## config.mk

```make
export PLATFORM = sky130hd
export DESIGN_NAME = lt_seq
export DESIGN_NICKNAME = d
export VERILOG_FILES = /design/src/rtl/lt_seq.sv
export SDC_FILE = /design/constraint.sdc
export NUM_CORES = 1
export LEC_CHECK = 0
export ABC_AREA = 0
export BUFFER_PORTS_ARGS = -buffer_cell sky130_fd_sc_hd__buf_4
export CORE_MARGIN = 2
export CORE_UTILIZATION = 40
export CTS_CLUSTER_DIAMETER = 30
export DETAILED_ROUTE_END_ITERATION = 16
export PLACE_DENSITY = 0.6
export RECOVER_POWER = 25
export SYNTH_ARGS = -nofsm -noshare
export SYNTH_HDL_FRONTEND = slang
export SYNTH_SLANG_ARGS = --single-unit
```

## constraint.sdc

```tcl
create_clock -name clk -period 4 [get_ports clk]
set_input_delay 0.2 -clock clk [delete_from_list [all_inputs] [get_ports clk]]
set_output_delay 0.2 -clock clk [all_outputs]
set_load 0.01 [all_outputs]
```

## src/rtl/lt_seq.sv

```systemverilog
module lt_seq #(
  parameter int LANES     = 2,
  parameter int CLK_MHZ   = 100,
  parameter int WAIT_US   = 200,
  parameter int DEFER_MAX = 16,
  parameter int CR_MAX    = 10,
  parameter int SAME_MAX  = 5,
  parameter int EQ_MAX    = 5
) (
  input  logic               clk,
  input  logic               rst_n,
  input  logic               start,
  output logic               aux_req,
  output logic               aux_wr,
  output logic [19:0]        aux_addr,
  output logic [7:0]         aux_wdata,
  input  logic               aux_rsp_valid,
  input  logic [1:0]         aux_rsp,
  input  logic [7:0]         aux_rdata,
  output logic               done,
  output logic               pass,
  output logic               fail,
  output logic [7:0]         rate,
  output logic [4*LANES-1:0] drive
);
  localparam int NS = (LANES + 1) / 2;
  localparam int NR = 2 * NS + 1;
  localparam int DW = 4 * LANES;
  localparam int IW = $clog2(LANES + NR);
  localparam int TW = $clog2(CR_MAX + 1);
  localparam int SW = $clog2(SAME_MAX + 2);
  localparam int EW = $clog2(EQ_MAX + 1);
  localparam int KW = $clog2(CLK_MHZ + 1);
  localparam int UW = $clog2(WAIT_US + 1);
  localparam int DCW = $clog2(DEFER_MAX + 2);
  localparam logic [IW-1:0] NS_I = IW'(NS);
  localparam logic [IW-1:0] AJ_I = IW'(NS + 1);

  typedef enum logic [2:0] {IDLE, W_RATE, W_PAT, W_LANE, WAIT, R_STAT, EVAL, W_OFF} st_t;
  st_t st;

  logic           eq_ph, have_last, pass_q, fail_q, done_q, align_q;
  logic [7:0]     rate_q;
  logic [DW-1:0]  drv_q, last_q, req_c;
  logic [NS*8-1:0] stat_q, adj_q;
  logic [IW-1:0]  idx;
  logic [TW-1:0]  tries;
  logic [SW-1:0]  same;
  logic [EW-1:0]  eqc;
  logic [KW-1:0]  tk;
  logic [UW-1:0]  us;
  logic [DCW-1:0] dcnt;
  logic           cr_ok, eq_ok, match, ack, bad, cr_give, eq_give, give;

  function automatic logic [1:0] cl(input logic [1:0] v);
    return (v == 2'b11) ? 2'b10 : v;
  endfunction

  function automatic logic [7:0] lset(input logic [3:0] d);
    return {2'b00, d[3:2] == 2'b10, d[3:2], d[1:0] == 2'b10, d[1:0]};
  endfunction

  always_comb begin
    cr_ok = 1'b1;
    eq_ok = align_q;
    for (int i = 0; i < LANES; i++) begin
      req_c[i*4 +: 4] = {cl(adj_q[i*4+2 +: 2]), cl(adj_q[i*4 +: 2])};
      cr_ok = cr_ok & stat_q[i*4];
      eq_ok = eq_ok & stat_q[i*4+1] & stat_q[i*4+2];
    end
  end

  assign aux_req = (st == W_RATE) || (st == W_PAT) || (st == W_LANE) || (st == R_STAT) || (st == W_OFF);
  assign aux_wr  = (st != R_STAT);

  always_comb begin
    aux_addr  = 20'h0;
    aux_wdata = 8'h00;
    case (st)
      W_RATE: begin aux_addr = 20'h100; aux_wdata = rate_q; end
      W_PAT:  begin aux_addr = 20'h102; aux_wdata = eq_ph ? 8'h22 : 8'h21; end
      W_OFF:  aux_addr = 20'h102;
      W_LANE: begin aux_addr = 20'h103 + 20'(idx); aux_wdata = lset(drv_q[int'(idx)*4 +: 4]); end
      R_STAT: aux_addr = (idx < NS_I) ? 20'h202 + 20'(idx) :
                         (idx == NS_I) ? 20'h204 : 20'h206 + 20'(idx - AJ_I);
      default: ;
    endcase
  end

  assign ack     = aux_rsp_valid && (aux_rsp == 2'b00);
  assign bad     = aux_rsp_valid && ((aux_rsp[0]) || (aux_rsp == 2'b10 && dcnt == DCW'(DEFER_MAX)));
  assign match   = have_last && (req_c == last_q);
  assign cr_give = !eq_ph && !cr_ok && ((tries >= TW'(CR_MAX - 1)) || (match && same >= SW'(SAME_MAX)));
  assign eq_give = eq_ph && (!cr_ok || (!eq_ok && req_c == drv_q && eqc >= EW'(EQ_MAX - 1)));
  assign give    = (aux_req && st != W_OFF && bad) || (st == EVAL && (cr_give || eq_give));

  always_ff @(posedge clk or negedge rst_n) begin
    if (!rst_n) begin
      st <= IDLE; eq_ph <= 1'b0; have_last <= 1'b0; pass_q <= 1'b0; fail_q <= 1'b0;
      done_q <= 1'b0; align_q <= 1'b0; rate_q <= 8'h14; drv_q <= '0; last_q <= '0;
      stat_q <= '0; adj_q <= '0; idx <= '0; tries <= '0; same <= '0; eqc <= '0;
      tk <= '0; us <= '0; dcnt <= '0;
    end else begin
      done_q <= 1'b0;
      if (aux_req && aux_rsp_valid)
        dcnt <= (aux_rsp == 2'b10) ? dcnt + 1'b1 : '0;
      if (give) begin
        dcnt  <= '0;
        eq_ph <= 1'b0;
        if (rate_q == 8'h06) begin
          fail_q <= 1'b1;
          st     <= W_OFF;
        end else begin
          rate_q <= (rate_q == 8'h14) ? 8'h0A : 8'h06;
          st     <= W_RATE;
        end
      end else begin
        case (st)
          IDLE: if (start) begin
            rate_q <= 8'h14; pass_q <= 1'b0; fail_q <= 1'b0; eq_ph <= 1'b0;
            dcnt <= '0; st <= W_RATE;
          end
          W_RATE: if (ack) begin
            drv_q <= '0; have_last <= 1'b0; tries <= '0; same <= '0; st <= W_PAT;
          end
          W_PAT: if (ack) begin idx <= '0; st <= W_LANE; end
          W_LANE: if (ack) begin
            if (idx == IW'(LANES - 1)) begin tk <= '0; us <= '0; st <= WAIT; end
            else idx <= idx + 1'b1;
          end
          WAIT: begin
            if (us == UW'(WAIT_US)) begin idx <= '0; st <= R_STAT; end
            else if (tk == KW'(CLK_MHZ - 1)) begin tk <= '0; us <= us + 1'b1; end
            else tk <= tk + 1'b1;
          end
          R_STAT: if (ack) begin
            if (idx < NS_I) stat_q[int'(idx)*8 +: 8] <= aux_rdata;
            else if (idx == NS_I) align_q <= aux_rdata[0];
            else adj_q[int'(idx - AJ_I)*8 +: 8] <= aux_rdata;
            if (idx == IW'(NR - 1)) st <= EVAL;
            else idx <= idx + 1'b1;
          end
          EVAL: begin
            idx <= '0;
            if (!eq_ph) begin
              if (cr_ok) begin eq_ph <= 1'b1; eqc <= '0; st <= W_PAT; end
              else begin
                tries <= tries + 1'b1; same <= match ? same + 1'b1 : SW'(1);
                last_q <= req_c; have_last <= 1'b1; drv_q <= req_c; st <= W_LANE;
              end
            end else if (eq_ok) begin
              pass_q <= 1'b1; st <= W_OFF;
            end else begin
              eqc <= (req_c == drv_q) ? eqc + 1'b1 : '0;
              drv_q <= req_c; st <= W_LANE;
            end
          end
          W_OFF: if (ack || bad) begin done_q <= 1'b1; st <= IDLE; end
          default: st <= IDLE;
        endcase
      end
    end
  end

  assign done  = done_q;
  assign pass  = pass_q;
  assign fail  = fail_q;
  assign rate  = rate_q;
  assign drive = drv_q;

  p_lane_flags_r3: assert property (@(posedge clk) disable iff (!rst_n)
    (aux_req && aux_wr && aux_addr >= 20'h103 && aux_addr < 20'h103 + 20'(LANES)) |->
      (aux_wdata[2] == (aux_wdata[1:0] == 2'b10)) && (aux_wdata[5] == (aux_wdata[4:3] == 2'b10)) &&
      (aux_wdata[1:0] != 2'b11) && (aux_wdata[4:3] != 2'b11));
  p_read_after_wait_r4: assert property (@(posedge clk) disable iff (!rst_n)
    (st == R_STAT && $past(st) != R_STAT) |-> $past(st) == WAIT);
  p_rate_legal_r9: assert property (@(posedge clk) disable iff (!rst_n)
    rate_q == 8'h14 || rate_q == 8'h0A || rate_q == 8'h06);
  p_fail_low_r9: assert property (@(posedge clk) disable iff (!rst_n)
    $rose(fail_q) |-> rate_q == 8'h06);
  p_done_pulse_r12: assert property (@(posedge clk) disable iff (!rst_n)
    done_q |=> !done_q);
  p_exclusive_r12: assert property (@(posedge clk) disable iff (!rst_n)
    !(pass_q && fail_q));
  p_idle_quiet_r1: assert property (@(posedge clk) disable iff (!rst_n)
    (st == IDLE) |-> !aux_req);
endmodule

```

# Word level (Yosys, flattened, before mapping)
# Index checks and enable logic that the tools add are counted.
# classes
bitwise	10
n_addsub	14
magnitude_cmp	4
n_mux	88
n_shift	5
eq_ne	54
n_reduce_logical	53
# ops
op	count
8-bit two-way mux	12
20-bit one-hot mux with 4 select lines	1
3-bit two-way mux	26
8-bit by 33-bit variable shift with 8-bit output (first input constant)	2
8-bit by 33-bit variable part select with 8-bit output	2
20-bit two-way mux	2
6-bit negator with 33-bit output	1
7-bit negator with 33-bit output	1
2-bit != test (second input constant)	16
8-bit one-hot mux with 2 select lines	2
3-bit != test (second input constant)	10
5-bit AND reduction	6
7-bit two-way mux	4
5-bit two-way mux	5
3-bit one-hot mux with 8 select lines	1
8-bit one-hot mux with 3 select lines	1
8-bit bitwise mux	2
8-bit equality test	2
1-bit two-way mux	16
4-bit two-way mux	4
3-bit one-hot mux with 5 select lines	1
2-bit equality test (second input constant)	7
1-bit logical AND	14
7-bit one-hot mux with 2 select lines	1
other kinds (43)	89
# word_totals
regBits	82
output_inout_bits	49
elab_cells	247
in_bits	14

# Depth between registers and ports, before layout
# depth
depth_word	14
depth_mapped	13
mapped_depth_nobuf	10

# Worst setup path after synthesis
# OpenSTA, ideal clock, no wires.
# synth_path
path_type	flip-flop to flip-flop
from	register idx[2]
to	register adj_q[6]
setup_ns	0.136
stages_incl_launch_ff	14
n_path_buf	3
path_slack_ns	1.240
synth_period_minus_slack_ns	2.760
t_arrival_ns	2.624
required_time_ns	3.864
cell_sequence	dfrtp_1 -> clkbuf_1 -> inv_1 -> ha_1 -> nand2_1 -> ha_1 -> nand2_1 -> nor3_1 -> nand3_1 -> or4_1 -> clkbuf_1 -> clkbuf_1 -> nand2_1 -> o21ai_0
# synth_via
elab_chain_len	4
elab_cells_between_ends	10
cone_classes	add/sub (2); order compare (1); eq/ne (1); shift (2); mux (1); bitwise (2); reduce/logical (1)
# synth_lines
item	line	rtl
from (decl)	46	logic [IW-1:0] idx;
from (signal assigned)	129	else idx <= idx + 1'b1;
from (signal assigned)	141	else idx <= idx + 1'b1;
3-bit by 2-bit subtractor with 4-bit output	139	else adj_q[int'(idx - AJ_I)*8 +: 8] <= aux_rdata;
7-bit negator with 33-bit output	139	
8-bit by 33-bit variable part select with 8-bit output / 8-bit by 33-bit variable shift with 8-bit output (equally long branches)	139	
8-bit bitwise mux	139	
to (signal, indexed assignment)	139	
to (decl)	45	logic [NS*8-1:0] stat_q, adj_q;
# Several ways; a longest one is shown, not always the timed one.
# A chain may end at the register's enable or synchronous reset.

# Worst setup path in the final report
# layout_path
from	register st[0]
to	register drv_q[2], in the netlist drive[2]
# layout_via
elab_chain_len	10
elab_cells_between_ends	22
cone_classes	eq/ne (10); mux (1); bitwise (1); reduce/logical (10)
# layout_lines
item	line	rtl
from (decl)	40	st_t st;
from (signal assigned)	99	st <= IDLE; eq_ph <= 1'b0; have_last <= 1'b0; pass_q <= 1'b0; fail_q <= 1'b0;
from (signal assigned)	112	st <= W_OFF;
from (signal assigned)	115	st <= W_RATE;
3-bit by 1-bit equality test with 1-bit output / 3-bit by 2-bit equality test with 1-bit output (equally long branches)	73, 118	
1-bit logical OR (4 in series)	73	assign aux_req = (st == W_RATE) || (st == W_PAT) || (st == W_LANE) || (st == R_STAT) || (st == W_OFF);
1-bit logical AND (2 in series)	95	assign give = (aux_req && st != W_OFF && bad) || (st == EVAL && (cr_give || eq_give));
1-bit logical OR	95	
1-bit NOT (no source line)	--	
5-bit AND reduction (no source line)	--	
to (signal assigned)	100	done_q <= 1'b0; align_q <= 1'b0; rate_q <= 8'h14; drv_q <= '0; last_q <= '0;
to (signal assigned)	124	drv_q <= '0; have_last <= 1'b0; tries <= '0; same <= '0; st <= W_PAT;
to (signal assigned)	149	last_q <= req_c; have_last <= 1'b1; drv_q <= req_c; st <= W_LANE;
to (decl)	44	logic [DW-1:0] drv_q, last_q, req_c;
# Several ways; a longest one is shown, not always the timed one.

==> out/summary.txt <==
max-cap violation count -> 1
post_cts resized -> 0
Via density -> 5.37
fin util -> 46.2%
cell count of the worst reg-to-reg path -> 7
outcome -> finished with violations
setup_tns -> 0 ns
flop-to-flop setup slack -> 0.95 ns
DP Cell Count -> 729
Data arrival, critical path -> 3.27 ns
first-pass detailed-route iteration total -> 5
crit start category -> flop
async set-or-reset flop fraction in the synthesized netlist -> 100%
drt drc -> 0
row cnt -> 40
H-tree depth -> 3
crit path max fanout -> 22
core area -> 0.0119 mm²
synth unique cells -> 65
# IOs -> 63
Clock Sink Count -> 76
die extent in y -> 114 µm
mapped cell area -> 0.00482 mm²
first-pass GRT wire length -> 19.0 mm
Hold Path End -> stat_q[1]$_DFFE_PN0P_
hold buffers post-CTS -> 0
clk root buf -> clkbuf_16
HP Class -> primary input to flop
Final Non-Filler Cells -> 745
vias in the first global route -> 3767
n_diodes -> 0
min-delay src -> aux_rdata[1]
Layout Area Growth over Synthesis -> 14.1%
Initial Util -> 40.5%
RSZ-0062 raised after global routing -> no
Post-CTS Setup Bufs -> 0
port buffer count -> 46
vias -> 4001
synth top area cells -> dfrtp_1 (38%), ha_1 (7.3%), nand2_1 (6.5%)
Synth Register Bits -> 76
Gate Count Post-Synth -> 558
IR drop worst, VDD -> 0.334 mV
dpl hpwl -> 8.43 mm
Final min period -> 3.05 ns
clock buffer depth -> 2
CTS tree -> yes
Post-synth EDFFs -> 0
Syn Area/Cell -> 8.64 µm²
Tcrit/Tclk final -> 76.3%
clock-pin slew on the worst setup and hold paths -> 0.06 ns
Placer Congestion -> 0.876
Routed wire per std cell -> 15.5 µm
Crit. End Element -> flop
P_leak -> 0.00253 µW
Setup violations, final -> 0
All-Layer GR Usage -> 18.5%
highest clock rate -> 328 MHz
Final nets -> 635
initial detailed-routing violation count -> 316
Synth Warn # -> 0
Crit path required time -> 4.21 ns
PD cells -> 618 mW/mm²
r2r startpoint -> st[0]$_DFFE_PN0P_
share of layout cells above drive strength 1 -> 14.0%
critical path type -> flop to flop
die area -> 0.0129 mm²
register area share after synthesis -> 39.5%
Die X -> 114 µm
total gr overflow -> 0
clock latency on the worst-skew pair -> 0.33 ns
Routed Antenna Nets -> 0
WHS Path Cells -> 3
Num CTS Buffers -> 9
violated checks -> max-capacitance violations, max-slew violations
Final Hold Viols -> 0
Reg2Reg Capture Point -> drive[2]$_DFFE_PN0P_
Final Slew Violations -> 77
Setup Skew -> 0.00381 ns
top-area cell type share of the netlist area -> 38.4%
drt total wl -> 11.5 mm
dominant synthesized flop cell -> dfrtp_1
Worst-Margin Slew -> 1.93 ns
area leader, netlist -> dfrtp_1
antenna violations before repair -> 0
Rel. slew slack -> -28.4%
pin count of the biggest net entering global routing -> 77
-- routing by layer --
metal / GRT usage [%] / vias up / routed length [µm]
met5: 0 / - / 0
met4: 4.88 / 0 / 116
met3: 3.72 / 8 / 505
met2: 30.3 / 118 / 5430
met1: 25.4 / 1922 / 5500
li1: - / 1953 / -
-- per-stage QoR --
step / power [µW] / setup slack [ns] / hold WS (ns) / cell area, µm²
final: 3400 / 0.948 / 0.128 / 5500
after global routing: 3660 / 0.627 / 0.126 / 5500
after CTS: 3420 / 0.961 / 0.0733 / 5510
after detailed placement: 2530 / 0.977 / 0.426 / 5190
after global placement: 2500 / 1.08 / 0.416 / 5190
after floorplan: 2050 / 1.24 / -0.0956 / 4880
-- registers in the layout (all words and copies together), names as in the netlist, 4 cells and up --
signal / flops
drive: 8
adj_q: 8
us: 8
rate: 4
tries: 4
stat_q: 6
tk: 7
dcnt: 5
last_q: 8
-- where the power goes --
part | total, µW | switching (µW) | internal, µW
Sequential | 1190 | 258 | 931
Combinational | 1340 | 778 | 562
Clock | 876 | 313 | 563
-- cells in the final DEF (no fill, tap or decap), types with 12 or more instances in the layout --
cell type and count:
nor2_1 48, nand2_1 83, dfrtp_1 74, nor3_1 13, o21ai_0 47, inv_1 29, buf_4 47, conb_1 16
nand3_1 17, a21oi_1 27, mux2i_1 12, ha_1 28
-- area by class of cell --
type                    count  area [µm²]
clock buffers              12         246
well taps                 147         184
inverters                  29         109
clock inverters             4        72.6
multi-input cells         429        2630
fillers                  1169        6410
flip-flops and latches     76        1900
repair buffers             48         358
-- worst max-delay path by stage --
stage | startpoint | end | slack (ns) | cells after the start
after floorplan | idx[2]$_DFFE_PN0P_ | adj_q[6]$_DFFE_PN0P_ | 1.24 | 13
after global placement | st[0]$_DFFE_PN0P_ | drive[2]$_DFFE_PN0P_ | 1.08 | 7
after detailed placement | st[0]$_DFFE_PN0P_ | drive[2]$_DFFE_PN0P_ | 0.98 | 7
after CTS | st[0]$_DFFE_PN0P_ | drive[2]$_DFFE_PN0P_ | 0.96 | 7
after global routing | idx[1]$_DFFE_PN0P_ | aux_addr[1] | 0.63 | 10
final | st[0]$_DFFE_PN0P_ | drive[2]$_DFFE_PN0P_ | 0.95 | 7
-- cells by family after synthesis --
kind of cell / share of synthesized area [%]
AOI/OAI and AO/OA: 13.3
xor gates and xnor gates: 3.81
adders and majority gates: 7.27
buffers and inverters: 7.14
DFF: 39.5
muxes: 4.75
other: 0.0778
and+or+nand+nor: 24.1
-- synthesized netlist by cell type, drive strengths merged (3+ instances only) --
| cell type | number |
|---|---|
| nand2 | 83 |
| dfrtp | 74 |
| nor2 | 48 |
| o21ai | 48 |
| inv | 29 |
| ha | 28 |
| a21oi | 27 |
| buf | 27 |
| nand3 | 17 |
| nor3 | 14 |
| clkbuf | 12 |
| mux2i | 12 |
| nand2b | 12 |
| xor2 | 11 |
| nor2b | 10 |
| xnor2 | 10 |
| mux2 | 9 |
| nand4 | 8 |
| or3 | 7 |
| and3 | 5 |
| nor4 | 5 |
| a31oi | 4 |
| and2 | 4 |
| o21a | 3 |
| o21bai | 3 |
| o31ai | 3 |
| or2 | 3 |
| or3b | 3 |
-- worst max-delay path, cell delays in order (launching register included) --
cell and delay, ns:
dfrtp_1 0.73, and3b_1 0.40, nand2_1 0.13, nor2_1 0.07, a32o_2 0.33, or2_1 0.41
nor3_4 0.52, mux2_4 0.34
No activity file was read; power rests on OpenSTA's default activity.
